## src/rtl/flr_pkg.sv

```systemverilog
package flr_pkg;

    typedef enum logic [2:0] {
        ST_IDLE,
        ST_CMD,
        ST_ADDR,
        ST_DUMMY,
        ST_DATA,
        ST_END
    } seq_state_e;

    localparam logic [3:0] REG_START   = 4'd0;
    localparam logic [3:0] REG_WORDS   = 4'd1;
    localparam logic [3:0] REG_CTRL    = 4'd2;
    localparam logic [3:0] REG_STATUS  = 4'd3;
    localparam logic [3:0] REG_DATA    = 4'd4;
    localparam logic [3:0] REG_OPCODE  = 4'd5;
    localparam logic [3:0] REG_LANES   = 4'd6;
    localparam logic [3:0] REG_PHASE   = 4'd7;
    localparam logic [3:0] REG_UPPER   = 4'd8;
    localparam logic [3:0] REG_OWNER   = 4'd9;
    localparam logic [3:0] REG_PINBUSY = 4'd10;

    // width code 3 behaves as four lanes
    function automatic logic [1:0] lane_eff(input logic [1:0] code);
        return (code > 2'd1) ? 2'd2 : code;
    endfunction

    function automatic logic [3:0] lane_mask(input logic [1:0] w);
        return (w == 2'd0) ? 4'b0001 : (w == 2'd1) ? 4'b0011 : 4'b1111;
    endfunction

endpackage

```

## src/rtl/flr_fifo.sv

```systemverilog
module flr_fifo #(
    parameter int WIDTH = 32,
    parameter int DEPTH = 16
) (
    input  logic             clk,
    input  logic             rst_n,
    input  logic             push,
    input  logic [WIDTH-1:0] push_data,
    input  logic             pop,
    output logic [WIDTH-1:0] head,
    output logic             full,
    output logic             empty
);
    localparam int AW = (DEPTH > 1) ? $clog2(DEPTH) : 1;
    localparam logic [AW-1:0] LAST = AW'(DEPTH - 1);

    logic [WIDTH-1:0] mem [DEPTH];
    logic [AW-1:0]    wptr, rptr;
    logic [AW:0]      count;

    always_ff @(posedge clk) begin
        if (!rst_n) begin
            wptr  <= '0;
            rptr  <= '0;
            count <= '0;
        end else begin
            if (push) begin
                mem[wptr] <= push_data;
                wptr      <= (wptr == LAST) ? '0 : wptr + 1'b1;
            end
            if (pop) begin
                rptr <= (rptr == LAST) ? '0 : rptr + 1'b1;
            end
            if (push && !pop)      count <= count + 1'b1;
            else if (pop && !push) count <= count - 1'b1;
        end
    end

    assign head  = mem[rptr];
    assign full  = (count == (AW+1)'(DEPTH));
    assign empty = (count == '0);

    assert_no_overflow_R9: assert property (@(posedge clk) disable iff (!rst_n)
        push |-> !full);

    assert_fill_visible_R10: assert property (@(posedge clk) disable iff (!rst_n)
        (push && !pop) |=> !empty);

endmodule

```

## src/rtl/flr_seq.sv

```systemverilog
module flr_seq
    import flr_pkg::*;
#(
    parameter int CNT_W   = 16,
    parameter int DUMMY_W = 8
) (
    input  logic             clk,
    input  logic             rst_n,
    input  logic             start,
    input  logic [7:0]       opcode,
    input  logic [31:0]      addr,
    input  logic             addr4,
    input  logic [1:0]       lw_cmd,
    input  logic [1:0]       lw_addr,
    input  logic [1:0]       lw_data,
    input  logic [DUMMY_W-1:0] dummy,
    input  logic [CNT_W-1:0] nwords,
    input  logic             fifo_full,
    input  logic [3:0]       io_in,
    output logic             sck,
    output logic             cs_n,
    output logic [3:0]       io_out,
    output logic [3:0]       io_oe,
    output logic             push,
    output logic [31:0]      push_word,
    output logic             busy
);
    localparam int CELL_W = (DUMMY_W > 6) ? DUMMY_W : 6;

    seq_state_e         state;
    logic               half;
    logic [31:0]        sr, addr_q;
    logic [CELL_W-1:0]  cells;
    logic [CNT_W-1:0]   words;
    logic [1:0]         byte_idx, wc_q, wa_q, wd_q;
    logic               a4_q;
    logic [DUMMY_W-1:0] dummy_q;
    logic [7:0]         rx_byte, rx_next;
    logic [23:0]        acc;
    logic [1:0]         cur_w;
    logic [CELL_W-1:0]  byte_cells;

    assign cur_w      = (state == ST_CMD) ? wc_q : (state == ST_ADDR) ? wa_q : wd_q;
    assign byte_cells = CELL_W'(8) >> wd_q;

    always_comb begin
        unique case (wd_q)
            2'd0:    rx_next = {rx_byte[6:0], io_in[1]};
            2'd1:    rx_next = {rx_byte[5:0], io_in[1:0]};
            default: rx_next = {rx_byte[3:0], io_in};
        endcase
    end

    // state register and datapath
    always_ff @(posedge clk) begin
        if (!rst_n) begin
            state <= ST_IDLE;   half <= 1'b0;  sr <= '0;   addr_q <= '0;
            cells <= '0;        words <= '0;   byte_idx <= '0;
            wc_q <= '0; wa_q <= '0; wd_q <= '0; a4_q <= 1'b0; dummy_q <= '0;
            rx_byte <= '0;      acc <= '0;
        end else begin
            unique case (state)
                ST_IDLE: if (start) begin
                    wc_q     <= lane_eff(lw_cmd);
                    wa_q     <= lane_eff(lw_addr);
                    wd_q     <= lane_eff(lw_data);
                    a4_q     <= addr4;
                    dummy_q  <= dummy;
                    addr_q   <= addr4 ? addr : {addr[23:0], 8'h00};
                    sr       <= {opcode, 24'h0};
                    cells    <= CELL_W'(8) >> lane_eff(lw_cmd);
                    words    <= nwords;
                    byte_idx <= '0;
                    half     <= 1'b0;
                    state    <= ST_CMD;
                end
                ST_CMD, ST_ADDR, ST_DUMMY: begin
                    if (!half) begin
                        half <= 1'b1;
                    end else begin
                        half  <= 1'b0;
                        sr    <= sr << (6'd1 << cur_w);
                        cells <= cells - 1'b1;
                        if (cells == CELL_W'(1)) begin
                            if (state == ST_CMD) begin
                                sr    <= addr_q;
                                cells <= (a4_q ? CELL_W'(32) : CELL_W'(24)) >> wa_q;
                                state <= ST_ADDR;
                            end else if (state == ST_ADDR && dummy_q != '0) begin
                                cells <= CELL_W'(dummy_q);
                                state <= ST_DUMMY;
                            end else begin
                                cells <= byte_cells;
                                state <= ST_DATA;
                            end
                        end
                    end
                end
                ST_DATA: begin
                    if (!half) begin
                        if (!fifo_full) begin
                            half    <= 1'b1;
                            rx_byte <= rx_next;
                        end
                    end else begin
                        half  <= 1'b0;
                        cells <= cells - 1'b1;
                        if (cells == CELL_W'(1)) begin
                            cells    <= byte_cells;
                            byte_idx <= byte_idx + 1'b1;
                            unique case (byte_idx)
                                2'd0: acc[7:0]   <= rx_byte;
                                2'd1: acc[15:8]  <= rx_byte;
                                2'd2: acc[23:16] <= rx_byte;
                                default: begin
                                    words <= words - 1'b1;
                                    if (words == CNT_W'(1)) state <= ST_END;
                                end
                            endcase
                        end
                    end
                end
                ST_END:  state <= ST_IDLE;
                default: state <= ST_IDLE;
            endcase
        end
    end

    // outputs
    always_comb begin
        busy      = (state != ST_IDLE);
        cs_n      = (state == ST_IDLE) || (state == ST_END);
        sck       = half;
        push      = (state == ST_DATA) && half && (cells == CELL_W'(1)) && (byte_idx == 2'd3);
        push_word = {rx_byte, acc};
        unique case (state)
            ST_CMD:  io_oe = lane_mask(wc_q);
            ST_ADDR: io_oe = lane_mask(wa_q);
            default: io_oe = 4'b0000;
        endcase
        unique case (cur_w)
            2'd0:    io_out = {3'b000, sr[31]};
            2'd1:    io_out = {2'b00, sr[31:30]};
            default: io_out = sr[31:28];
        endcase
    end

    assert_sck_idle_low_R3: assert property (@(posedge clk) disable iff (!rst_n)
        cs_n |-> !sck);

endmodule

```

## src/rtl/flr_pinmux.sv

```systemverilog
module flr_pinmux (
    input  logic       sel_direct,
    input  logic       eng_sck,
    input  logic       eng_cs_n,
    input  logic [3:0] eng_io_out,
    input  logic [3:0] eng_io_oe,
    input  logic       dm_sck,
    input  logic       dm_cs_n,
    input  logic [3:0] dm_io_out,
    input  logic [3:0] dm_io_oe,
    output logic       pin_sck,
    output logic       pin_cs_n,
    output logic [3:0] pin_io_out,
    output logic [3:0] pin_io_oe
);
    always_comb begin
        if (sel_direct) begin
            pin_sck = dm_sck;   pin_cs_n = dm_cs_n;
            pin_io_out = dm_io_out; pin_io_oe = dm_io_oe;
        end else begin
            pin_sck = eng_sck;  pin_cs_n = eng_cs_n;
            pin_io_out = eng_io_out; pin_io_oe = eng_io_oe;
        end
    end
endmodule

```

## src/rtl/flash_readahead.sv

```systemverilog
module flash_readahead
    import flr_pkg::*;
#(
    parameter int FIFO_DEPTH = 16,
    parameter int CNT_W      = 16,
    parameter int DUMMY_W    = 8
) (
    input  logic        clk,
    input  logic        rst_n,
    input  logic        reg_wr,
    input  logic        reg_rd,
    input  logic [3:0]  reg_addr,
    input  logic [31:0] reg_wdata,
    output logic [31:0] reg_rdata,
    input  logic        dm_sck,
    input  logic        dm_cs_n,
    input  logic [3:0]  dm_io_out,
    input  logic [3:0]  dm_io_oe,
    output logic        flash_sck,
    output logic        flash_cs_n,
    output logic [3:0]  flash_io_out,
    output logic [3:0]  flash_io_oe,
    input  logic [3:0]  flash_io_in
);
    logic [23:0]        start_q;
    logic [CNT_W-1:0]   words_q;
    logic [7:0]         op_q, upper_q;
    logic [1:0]         lc_q, la_q, ld_q;
    logic [DUMMY_W-1:0] dummy_q;
    logic               a4_q, owner_q;
    logic               seq_busy, seq_start, push, pop, full, empty;
    logic [31:0]        push_word, head;
    logic               e_sck, e_cs_n;
    logic [3:0]         e_io_out, e_io_oe;
    logic               wdata_unused;

    assign wdata_unused = ^reg_wdata;
    assign seq_start = reg_wr && (reg_addr == REG_CTRL) && reg_wdata[0]
                       && !seq_busy && !owner_q && (words_q != '0);
    assign pop = reg_rd && (reg_addr == REG_DATA) && !empty;

    always_ff @(posedge clk) begin
        if (!rst_n) begin
            start_q <= '0; words_q <= '0; op_q <= '0; upper_q <= '0;
            lc_q <= '0; la_q <= '0; ld_q <= '0; dummy_q <= '0;
            a4_q <= 1'b0; owner_q <= 1'b0;
        end else if (reg_wr) begin
            unique case (reg_addr)
                REG_START:  start_q <= reg_wdata[23:0];
                REG_WORDS:  words_q <= reg_wdata[CNT_W-1:0];
                REG_OPCODE: op_q    <= reg_wdata[7:0];
                REG_LANES:  begin
                    ld_q <= reg_wdata[1:0];
                    la_q <= reg_wdata[17:16];
                    lc_q <= reg_wdata[25:24];
                end
                REG_PHASE:  begin
                    dummy_q <= reg_wdata[DUMMY_W-1:0];
                    a4_q    <= reg_wdata[16];
                end
                REG_UPPER:  upper_q <= reg_wdata[31:24];
                REG_OWNER:  if (!seq_busy) owner_q <= reg_wdata[0];
                default:    ;
            endcase
        end
    end

    always_comb begin
        unique case (reg_addr)
            REG_START:   reg_rdata = {8'h00, start_q};
            REG_WORDS:   reg_rdata = 32'(words_q);
            REG_STATUS:  reg_rdata = {30'h0, empty, seq_busy};
            REG_DATA:    reg_rdata = empty ? 32'h0 : head;
            REG_OPCODE:  reg_rdata = {24'h0, op_q};
            REG_LANES:   reg_rdata = {6'h0, lc_q, 6'h0, la_q, 14'h0, ld_q};
            REG_PHASE:   reg_rdata = {15'h0, a4_q, 16'(dummy_q)};
            REG_UPPER:   reg_rdata = {upper_q, 24'h0};
            REG_OWNER:   reg_rdata = {31'h0, owner_q};
            REG_PINBUSY: reg_rdata = {31'h0, seq_busy};
            default:     reg_rdata = 32'h0;
        endcase
    end

    flr_seq #(.CNT_W(CNT_W), .DUMMY_W(DUMMY_W)) u_seq (
        .clk(clk), .rst_n(rst_n), .start(seq_start), .opcode(op_q),
        .addr({upper_q, start_q}), .addr4(a4_q),
        .lw_cmd(lc_q), .lw_addr(la_q), .lw_data(ld_q),
        .dummy(dummy_q), .nwords(words_q), .fifo_full(full),
        .io_in(flash_io_in), .sck(e_sck), .cs_n(e_cs_n),
        .io_out(e_io_out), .io_oe(e_io_oe),
        .push(push), .push_word(push_word), .busy(seq_busy)
    );

    flr_fifo #(.WIDTH(32), .DEPTH(FIFO_DEPTH)) u_fifo (
        .clk(clk), .rst_n(rst_n), .push(push), .push_data(push_word),
        .pop(pop), .head(head), .full(full), .empty(empty)
    );

    flr_pinmux u_mux (
        .sel_direct(owner_q), .eng_sck(e_sck), .eng_cs_n(e_cs_n),
        .eng_io_out(e_io_out), .eng_io_oe(e_io_oe),
        .dm_sck(dm_sck), .dm_cs_n(dm_cs_n), .dm_io_out(dm_io_out), .dm_io_oe(dm_io_oe),
        .pin_sck(flash_sck), .pin_cs_n(flash_cs_n),
        .pin_io_out(flash_io_out), .pin_io_oe(flash_io_oe)
    );

    assert_owner_locked_R12: assert property (@(posedge clk) disable iff (!rst_n)
        seq_busy |=> $stable(owner_q));

    assert_start_source_R2: assert property (@(posedge clk) disable iff (!rst_n)
        $rose(seq_busy) |-> $past(reg_wr && (reg_addr == REG_CTRL) && reg_wdata[0] && !owner_q));

endmodule

```

## config.mk

```make
export PLATFORM = sky130hd
export DESIGN_NAME = flash_readahead
export DESIGN_NICKNAME = d
export VERILOG_FILES = /design/src/rtl/flr_pkg.sv /design/src/rtl/flr_fifo.sv /design/src/rtl/flr_seq.sv /design/src/rtl/flr_pinmux.sv /design/src/rtl/flash_readahead.sv
export SDC_FILE = /design/constraint.sdc
export NUM_CORES = 1
export LEC_CHECK = 0
export BUFFER_PORTS_ARGS = -buffer_cell sky130_fd_sc_hd__buf_2
export CORE_MARGIN = 2
export CORE_UTILIZATION = 40
export CTS_BUF_LIST = sky130_fd_sc_hd__clkbuf_8 sky130_fd_sc_hd__clkbuf_16
export DETAILED_ROUTE_END_ITERATION = 10
export PLACE_DENSITY_LB_ADDON = 0.12
export SETUP_SLACK_MARGIN = 0.4
export SLEW_MARGIN = 40
export SYNTH_ARGS = -nofsm -noshare
export SYNTH_HDL_FRONTEND = slang
export SYNTH_HIERARCHICAL = 1
export SYNTH_SLANG_ARGS = --single-unit
```

## constraint.sdc

```tcl
create_clock -name clk -period 4.2 [get_ports clk]
set_input_delay 0.21 -clock clk [delete_from_list [all_inputs] [get_ports clk]]
set_output_delay 0.21 -clock clk [all_outputs]
set_load 0.05 [all_outputs]
```

==> results of run 1 <==
logic make-up (layout without fill, tap and decap cells):
kind of cell	Yosys count	after routing
adder cells (fa/ha/maj)	21	21
AO/OA/AOI/OAI	585	585
flip-flops	742	742
XOR/XNOR	7	7
buffers and inverters	200	369
multiplexers	220	220
AND/OR/NAND/NOR	633	633
other	0	2
state kept, by name, indices dropped and copies added, names as in the netlist, 16 cells and up, named ones only:
name and count:
u_seq/sr 32, words_q 16, u_seq/acc 24, start_q 24, u_fifo/mem 512, u_seq/addr_q 32
u_seq/words 16
worst min-delay path: cells and delay by family:
| kind | cells | cell delay (ns) |
|---|---|---|
| buf+inv | 1 | 0.13 |
| simple gates | 1 | 0.08 |
| compound gates | 2 | 0.21 |
layout make-up:
class,count,area (sq um)
Timing Repair Buffer,194,1607
Inverter,21,78.83
Sequential cell,742,20000
Multi-Input combinational cell,1466,11470
Antenna cell,2,5.005
Clock buffer,93,2226
Clock inverter,61,516.7
Tap cell,1060,1326
Fill cell,7159,42930
cells in the final DEF (no fill, tap or decap), types with 20 or more instances in the layout:
cell	n
edfxtp_1	512
nand2_1	248
dfxtp_1	219
a21oi_1	137
mux4_2	128
o21ai_0	122
nand3_1	116
buf_2	94
clkbuf_16	84
a22oi_1	81
mux2i_1	55
a21boi_0	54
nor2_1	47
buf_4	41
inv_1	40
and2_1	38
dlygate4sd3_1	33
o211a_1	29
mux2_2	27
o21ai_1	24
buf_12	23
nor3_1	21
nor2b_1	20
ha_1	20
metrics by stage:
stage	total power, mW	cell area, sq um
floorplan	8.029	32250
global placement	8.140	34040
detailed placement	8.144	34100
CTS	15.39	37170
global route	15.70	37220
finish	15.25	37230
how the worst max path moves through the flow:
stage                   startpoint                to  slack [ns]  cells past startpoint
finish              u_seq/cells[0]  u_fifo/mem[4][0]        0.70                      9
global route        u_seq/cells[0]   u_fifo/count[3]        0.47                     12
CTS                      flip-flop     reg_rdata[13]        0.48                      7
detailed placement  u_seq/cells[0]   u_fifo/count[3]        0.59                     12
global placement    u_seq/cells[0]   u_fifo/count[3]        0.67                     12
floorplan           u_seq/cells[0]  u_fifo/mem[4][0]        1.22                      8
repair_timing:
item,CTS,global route
hold buffers,33,0
resized for setup,0,1
setup buffers,0,1
setup endpoints to repair,0,11
endpoints found under the hold margin,74,0
power by group through the flow:
stage	Clock (mW)	Sequential [mW]	Combinational, mW
finish	7.23	7.75	0.274
global placement	0	7.90	0.239
CTS	7.38	7.74	0.268
floorplan	0	7.89	0.140
global route	7.67	7.74	0.289
detailed placement	0	7.90	0.243
metal layers:
metal  share of wire (%)  vias up  track usage [%]  wire length (um)
met4                 2.5        2            6.736              2388
met5              0.0082        -                0                 8
li1                    -     9509                -                 -
met3                 6.3      137            3.518              6115
met2                  47      775            37.57             45980
met1                  44    11080            32.56             42780
==> results_dict.tcl, run 1 <==
set metrics [dict create \
    status "completed" \
    syn_inst 2408 \
    synthTopCellsByArea "edfxtp_1 48%, dfxtp_1 14%, mux4_2 8.9%" \
    cpPeakStageDelay_ns 0.61 \
    worstHoldPathCells 4 \
    first_pass_iters 5 \
    initial_utilization_pct 40.24 \
    fin_cells 3639 \
    synth-main-ff-cell "edfxtp_1" \
    synth_fa_ha_area_share_pct 0.8379 \
    core_sq_um 80160 \
    syn_area_per_cell_sq_um 13.39 \
    cellPowerDensity_nw_per_um2 409.6 \
    drive_gt1_share_pct 20.72 \
    r2r-end "u_fifo/mem[4][0]" \
    cts_buffer_depth 3 \
    swShare_pct 21.23 \
    end_kind "flip-flop" \
    yosysTopAreaCell "edfxtp_1" \
    slew_headroom_pct 45.32 \
    final_nets 2583 \
    numCtsBuffers 83 \
    antenna_found_initial 4 \
    pin_count 96 \
    synth_compound_area_share_pct 12.04 \
    grt_max_degree 73 \
    rr_startpoint "u_seq/cells[0]" \
    ys_types 89 \
    rows 104 \
    drv_cap 0 \
    overflow 0 \
    avgRoutedWirePerCell_um 26.73 \
    hold_end "u_seq/rx_byte[0]" \
    seq_power_share_pct 50.8 \
    syn2layout_area_growth_pct 15.42 \
    die_w_um 288.0 \
    dp.cells 3448 \
    slowest_stage "and2_2" \
    fin_hold_ws_ns 0.03664 \
    clk_pin_slew_ns 0.06 \
    cts_sinks 742 \
    period_needed_ns 3.496 \
    die_area_sq_um 82920 \
    place_congestion 0.8846 \
    track_usage_pct 23.25 \
    rrSetupSlack_ns 0.70 \
    yosys.area_share.simple_pct 10.09 \
    power_switching_mw 3.238 \
    port_buffers 95 \
    synthXorXnorAreaFrac_pct 0.1901 \
    synth_edf_count 512 \
    worstSetupPathType "flip-flop to flip-flop" \
    cp.required_ns 4.49 \
    crit_chain "ha_1 > nor4b_2 > nand3_1 > nor2_1 > and2_2 > nand2_1 > nor2_1 > and2_2 > buf_12" \
    ant_nets 0 \
    cts_root_buffer "clkbuf_16" \
    drt-total-wl_um 97270 \
    p_clk_share_pct 47.4 \
    die_height_um 288.0 \
    synth_top_area_share_pct 47.67 \
    rr_worst_depth 9 \
    grt_pass1_wl_um 142400 \
    worstPathMaxFanout 19 \
    slew_viol_final 0 \
    crit_buf_inv 1 \
    vias_per_cell 5.909 \
    synthTopCellsByCount "512 x edfxtp_1, 248 x nand2_1, 230 x dfxtp_1" \
    synthMuxAreaShare_pct 12.05 \
    dpl_worst_slack_ns 0.5856 \
    worstHoldStart "flash_io_in[0]" \
    fin_crit_sh_pct 83.24 \
    tightest_slew_ns 0.8202 \
    syn_nets 2483 \
    synth_top_family_by_area "multiplexers" \
    startpoint_type "flip-flop" \
    async_reset_ff_share_pct 0 \
    peakVddDrop_v 0.0002918 \
    drt-initial-drc-count 2232 \
    rsz0062_at_grt "no" \
    setup_slack_ns 0.7040 \
    hpwlAfterDp_um 61990 \
    htreeDepth 3 \
    clock_latency_ns 0.65 \
    final_hold_viol_count 0 \
    share_comb_of_total_power_pct 1.8 \
    finalSetupViolCount 0 \
    synth.yosys.seq_area_share_pct 61.94 \
    p_int_mw 12.01 \
    fmax_mhz 286.0 \
    critPathTopFamily "simple AND/OR/NAND/NOR gates" \
    synth-seq-cells 742 \
    ys.warnings.count 6 \
    skew_ns 0.05623 \
    post-route-util_pct 46.44 \
    drc_errors 0 \
    fin_tns_setup_ns 0 \
    yosysMostFrequentCell "edfxtp_1" \
    synth.cell_area_sq_um 32250 \
    vias 21500 \
    hold_class "input port to flip-flop" \
    cts_tree "done" \
    cp_data_arrival_time_ns 3.79 \
    leakagePower_nw 12.77 \
    grt_pass1_vias 21020 \
]
Power figures use the tool's default switching activity.
==> run 2, diff against run 1 <==
==> constraint.sdc (replaced) <==
create_clock -name clk -period 3.4 [get_ports clk]
set_input_delay 0.17 -clock clk [delete_from_list [all_inputs] [get_ports clk]]
set_output_delay 0.17 -clock clk [all_outputs]
set_load 0.05 [all_outputs]
==> results_dict.tcl, run 2 (synthesized netlist as in run 1, its figures left out) <==
set metrics [dict create \
    slew_viol_final 0 \
    dpl_worst_slack_ns 0.4196 \
    cellPowerDensity_nw_per_um2 476.9 \
    multi_input_comb_area_sq_um 11780 \
    drive_gt1_share_pct 26.28 \
    path_common_cell "buf_12" \
    worstSetupPathType "flip-flop to output pin" \
    hpwlAfterDp_um 64490 \
    fmax_mhz 317.7 \
    port_buffers 95 \
    core_sq_um 80160 \
    drv_cap 0 \
    rsz0062_at_grt "yes" \
    slew_headroom_pct 42.99 \
    vias 22110 \
    grt_pass1_vias 21260 \
    period_needed_ns 3.148 \
    cp_data_arrival_time_ns 2.98 \
    status "completed" \
    rr_worst_depth 9 \
    grt_pass1_wl_um 145800 \
    htreeDepth 3 \
    drc_errors 0 \
    seq_area_sq_um 20000 \
    ant_nets 0 \
    vias_per_cell 5.908 \
    clock_latency_ns 0.64 \
    r2r-end "u_seq/sr[17]" \
    syn2layout_area_growth_pct 20.32 \
    rrSetupSlack_ns 0.53 \
    drt-initial-drc-count 2082 \
    fin_crit_sh_pct 92.58 \
    die_area_sq_um 82920 \
    antenna_found_initial 2 \
    antennaDiodeCount 0 \
    peakVddDrop_v 0.0003775 \
    fin_hold_ws_ns 0.03773 \
    leakagePower_nw 13.46 \
    rr_startpoint "u_seq/state[1]" \
    startpoint_type "flip-flop" \
    reg_top3 "u_fifo/mem x512, u_seq/addr_q x32, u_seq/sr x32" \
    grt_max_degree 48 \
    slowest_stage "mux4_2" \
    final_nets 2691 \
    cts_root_buffer "clkbuf_16" \
    cp.depth 9 \
    cpPeakStageDelay_ns 0.50 \
    cts_sinks 742 \
    cts_tree "done" \
    drt-total-wl_um 100000 \
    finalSetupViolCount 0 \
    setup_slack_ns 0.2524 \
    largest_reg_flops 512 \
    first_pass_iters 7 \
    largest_register "u_fifo/mem" \
    initial_utilization_pct 40.24 \
    skew_ns 0.02426 \
    end_kind "output pin" \
    crit_buf_inv 5 \
    track_usage_pct 23.86 \
    place_congestion 0.8701 \
    hold_class "input port to flip-flop" \
    clk_pin_slew_ns 0.06 \
    avgRoutedWirePerCell_um 26.72 \
    die_w_um 288.0 \
    n_fill_cell 7022 \
    worstSetupEndpoint "reg_rdata[10]" \
    cp.required_ns 3.23 \
    numCtsBuffers 81 \
    overflow 0 \
    final_hold_viol_count 0 \
    rows 104 \
    layout_commonest_cell "edfxtp_1" \
    pin_count 96 \
    crit_chain "buf_12 > buf_12 > buf_16 > buf_4 > mux4_2 > a22oi_2 > nand2_1 > a221o_2 > buf_6" \
    cts_buffer_depth 3 \
    layout.cell_area.non_filler_sq_um 38810 \
    dpl_cell_area_sq_um 34300 \
    power_mw 18.51 \
    mostFrequentLayoutCells "512 x edfxtp_1, 229 x nand2_1, 219 x dfxtp_1" \
    die_height_um 288.0 \
    worstPathMaxFanout 4 \
    tightest_slew_ns 0.8505 \
    fin_tns_setup_ns 0 \
    critPathTopFamily "compound AO/OA/AOI/OAI gates" \
]
run 2: cell count changes in the layout (fill, tap and decap cells not counted), moves of 4 or more:
| cell | delta |
|---|---|
| a22oi_1 | -33 |
| a22oi_2 | +33 |
| buf_16 | +15 |
| buf_2 | -26 |
| buf_4 | +84 |
| buf_6 | +20 |
| buf_8 | +5 |
| bufinv_16 | -4 |
| dlygate4sd3_1 | +7 |
| nand2_1 | -19 |
| nand2_2 | +17 |
run 2: power by group:
group / switching [mW] / internal, mW / total, mW
clock network: 3.68 / 4.91 / 8.59
logic: 0.232 / 0.121 / 0.353
registers: 0.0216 / 9.54 / 9.56
total: 3.93 / 14.6 / 18.5
run 2: per-layer routing:
layer / GRT usage [%] / routed length (um)
met3: 3.851 / 6712
met5: 0 / 18
met2: 37.54 / 46320
met1: 34.10 / 44120
met4: 7.008 / 2853
run 2: final cells by class:
cell class | instances | share of cell area (%)
well taps | 1060 | 3.417
repair buffers | 304 | 7.763
flip-flops and latches | 742 | 51.53
clock inverters | 54 | 0.9059
clock buffers | 96 | 5.842
multi-input cells | 1466 | 30.34
inverters | 21 | 0.2031
run 2: how the worst min path moves through the flow:
stage | from | to | slack [ns] | depth (start not counted)
2_1_floorplan | rst_n | u_fifo/count[1] | 0.30 | 1
3_3_place_gp | reg_wdata[23] | start_q[23] | 0.42 | 3
3_5_place_dp | reg_wdata[22] | start_q[22] | 0.43 | 3
4_1_cts | reg_wr | upper_q[6] | 0.0003 | 4
5_1_grt | reg_wr | upper_q[6] | 0.02 | 4
6_report | reg_wr | upper_q[6] | 0.04 | 4
run 2: repair_timing:
item / CTS / global route
setup buffers: 17 / 29
gates cloned: 12 / 2
hold buffers: 40 / 0
resized for setup: 114 / 57
pin swaps: 41 / 26
endpoints found under the hold margin: 78 / 0
setup endpoints to repair: 36 / 311
run 2: per-stage QoR:
step           util, %  std cells
2_1_floorplan        -       2408
3_3_place_gp     42.77       3492
3_5_place_dp     42.79       3492
4_1_cts          47.76       3711
5_1_grt          48.42       3743
6_report         48.42       3743
run 2: tightest hold or removal path: stages:
cell and delay (ns):
buf_2 0.10, buf_4 0.19, nand3_1 0.10, a21oi_1 0.05
==> run 3, diff against run 2 <==
==> constraint.sdc (replaced) <==
create_clock -name clk -period 3.4 [get_ports clk]
set_input_delay 0.34 -clock clk [delete_from_list [all_inputs] [get_ports clk]]
set_output_delay 0.34 -clock clk [all_outputs]
set_load 0.05 [all_outputs]
==> results_dict.tcl, run 3 (synthesized netlist as in run 1, its figures left out) <==
set metrics [dict create \
    cts_tree "done" \
    numCtsBuffers 82 \
    slew_headroom_pct 46.89 \
    drive_gt1_share_pct 27.99 \
    ant_nets 0 \
    drc_errors 0 \
    place_congestion 0.9018 \
    skew_ns 0.05307 \
    rr_worst_depth 9 \
    cts_root_buffer "clkbuf_16" \
    grt_pass1_vias 21690 \
    rrSetupSlack_ns 0.55 \
    status "completed" \
    fin_tns_setup_ns 0 \
    grt_pass1_wl_um 145500 \
    worstPathMaxFanout 8 \
    final_nets 2682 \
    die_height_um 288.0 \
    fin_cells 3734 \
    route.met3.wl_um 6037 \
    cts_sinks 742 \
    rsz0062_at_grt "yes" \
    layout_commonest_cell "edfxtp_1" \
    syn2layout_area_growth_pct 21.00 \
    vias_per_cell 5.904 \
    fmax_mhz 300.9 \
    die_w_um 288.0 \
    clk_pin_slew_ns 0.06 \
    finalSetupViolCount 0 \
    die_area_sq_um 82920 \
    end_kind "output pin" \
    r2r-end "u_seq/cells[7]" \
    dr.max_layer_used "met5" \
    first_pass_iters 7 \
    drt-initial-drc-count 2096 \
    dp.cells 3496 \
    overflow 0 \
    htreeDepth 3 \
    mostFrequentLayoutCells "512 x edfxtp_1, 218 x nand2_1, 216 x dfxtp_1" \
    startpoint_type "flip-flop" \
    cp.required_ns 3.06 \
    worstHoldStart "reg_wdata[6]" \
    hold_end "dummy_q[6]" \
    worstHoldPathCells 3 \
    cellPowerDensity_nw_per_um2 477.9 \
    drt-total-wl_um 99690 \
    vias 22050 \
    m1WireLength_um 43360 \
    grt_max_degree 68 \
    rows 104 \
    worstSetupPathType "flip-flop to output pin" \
    antenna_found_initial 4 \
    drv_cap 0 \
    largest_reg_flops 512 \
    clock_latency_ns 0.66 \
    largest_register "u_fifo/mem" \
    initial_utilization_pct 40.24 \
    peakVddDrop_v 0.0003573 \
    hpwlAfterDp_um 64490 \
    rr_startpoint "u_seq/state[1]" \
    leakagePower_nw 13.48 \
    reg_top3 "u_fifo/mem x512, u_seq/addr_q x32, u_seq/sr x32" \
    period_needed_ns 3.324 \
    tightest_slew_ns 0.7956 \
    cts_buffer_depth 3 \
    pin_count 96 \
    track_usage_pct 23.87 \
    port_buffers 95 \
    cp_data_arrival_time_ns 2.98 \
    met2_length_um 47450 \
    slew_viol_final 0 \
    hold_class "input port to flip-flop" \
    fin_crit_sh_pct 97.75 \
    core_sq_um 80160 \
    avgRoutedWirePerCell_um 26.70 \
    final_hold_viol_count 0 \
]
-- run 3: repair_timing --
action                                  4_1_cts  5_1_grt
endpoints found under the hold margin        34        0
gates cloned                                  8        3
endpoints found under the setup margin       38      393
resized for setup                           152       67
buffers inserted                             36       16
hold buffers                                 23        0
pin swaps                                    37       46
-- run 3: area by class of cell --
cell class	count	area [sq um]
fillers	7033	41130
flip-flops and latches	742	20000
multi-input cells	1466	11900
repair buffers	294	3014
clock buffers	91	2176
well taps	1060	1326
clock inverters	58	526.8
inverters	21	78.83
diodes	2	5.005
-- run 3: layer usage --
metal,vias up,track usage (%)
met5,-,0
met4,4,7.876
met3,139,3.463
met2,856,38.67
met1,11320,33.06
li1,9723,-
-- run 3: power breakdown --
group | switching [mW] | internal [mW]
sequential | 0.0224 | 9.54
clock | 3.79 | 4.96
combinational | 0.224 | 0.111
total | 4.03 | 14.6
-- run 3: how the worst max path moves through the flow --
stage	from	endpoint	cells after the start
after floorplan	u_seq/cells[0]	u_fifo/mem[4][0]	8
after global placement	u_fifo/count[0]	u_fifo/count[3]	12
after detailed placement	u_fifo/count[0]	u_fifo/count[3]	12
after CTS	flip-flop	reg_rdata[0]	9
after global routing	flip-flop	reg_rdata[0]	9
final	flip-flop	reg_rdata[10]	8
-- run 3: per-stage QoR --
| stage | cell area, sq um | hold WS [ns] | worst slack, ns | total power [mW] | utilization (%) |
|---|---|---|---|---|---|
| after floorplan | 32250 | 0.4374 | 0.4204 | 9.918 | - |
| after global placement | 34350 | 0.4517 | 0.3642 | 10.06 | 42.86 |
| after detailed placement | 34370 | 0.4546 | 0.3368 | 10.06 | 42.87 |
| after CTS | 38500 | 0.007465 | 0.04249 | 18.82 | 48.03 |
| after global routing | 39030 | 0.02809 | 0.008265 | 19.21 | 48.69 |
| final | 39030 | 0.03499 | 0.07641 | 18.65 | 48.69 |
-- run 3: critical path: stages, from the launching register on --
cell and delay, ns:
dfxtp_4 0.37, buf_12 0.13, buf_12 0.14, buf_12 0.11, mux4_2 0.55, a22oi_2 0.22, nand2_2 0.13, a221o_2 0.50
buf_6 0.19
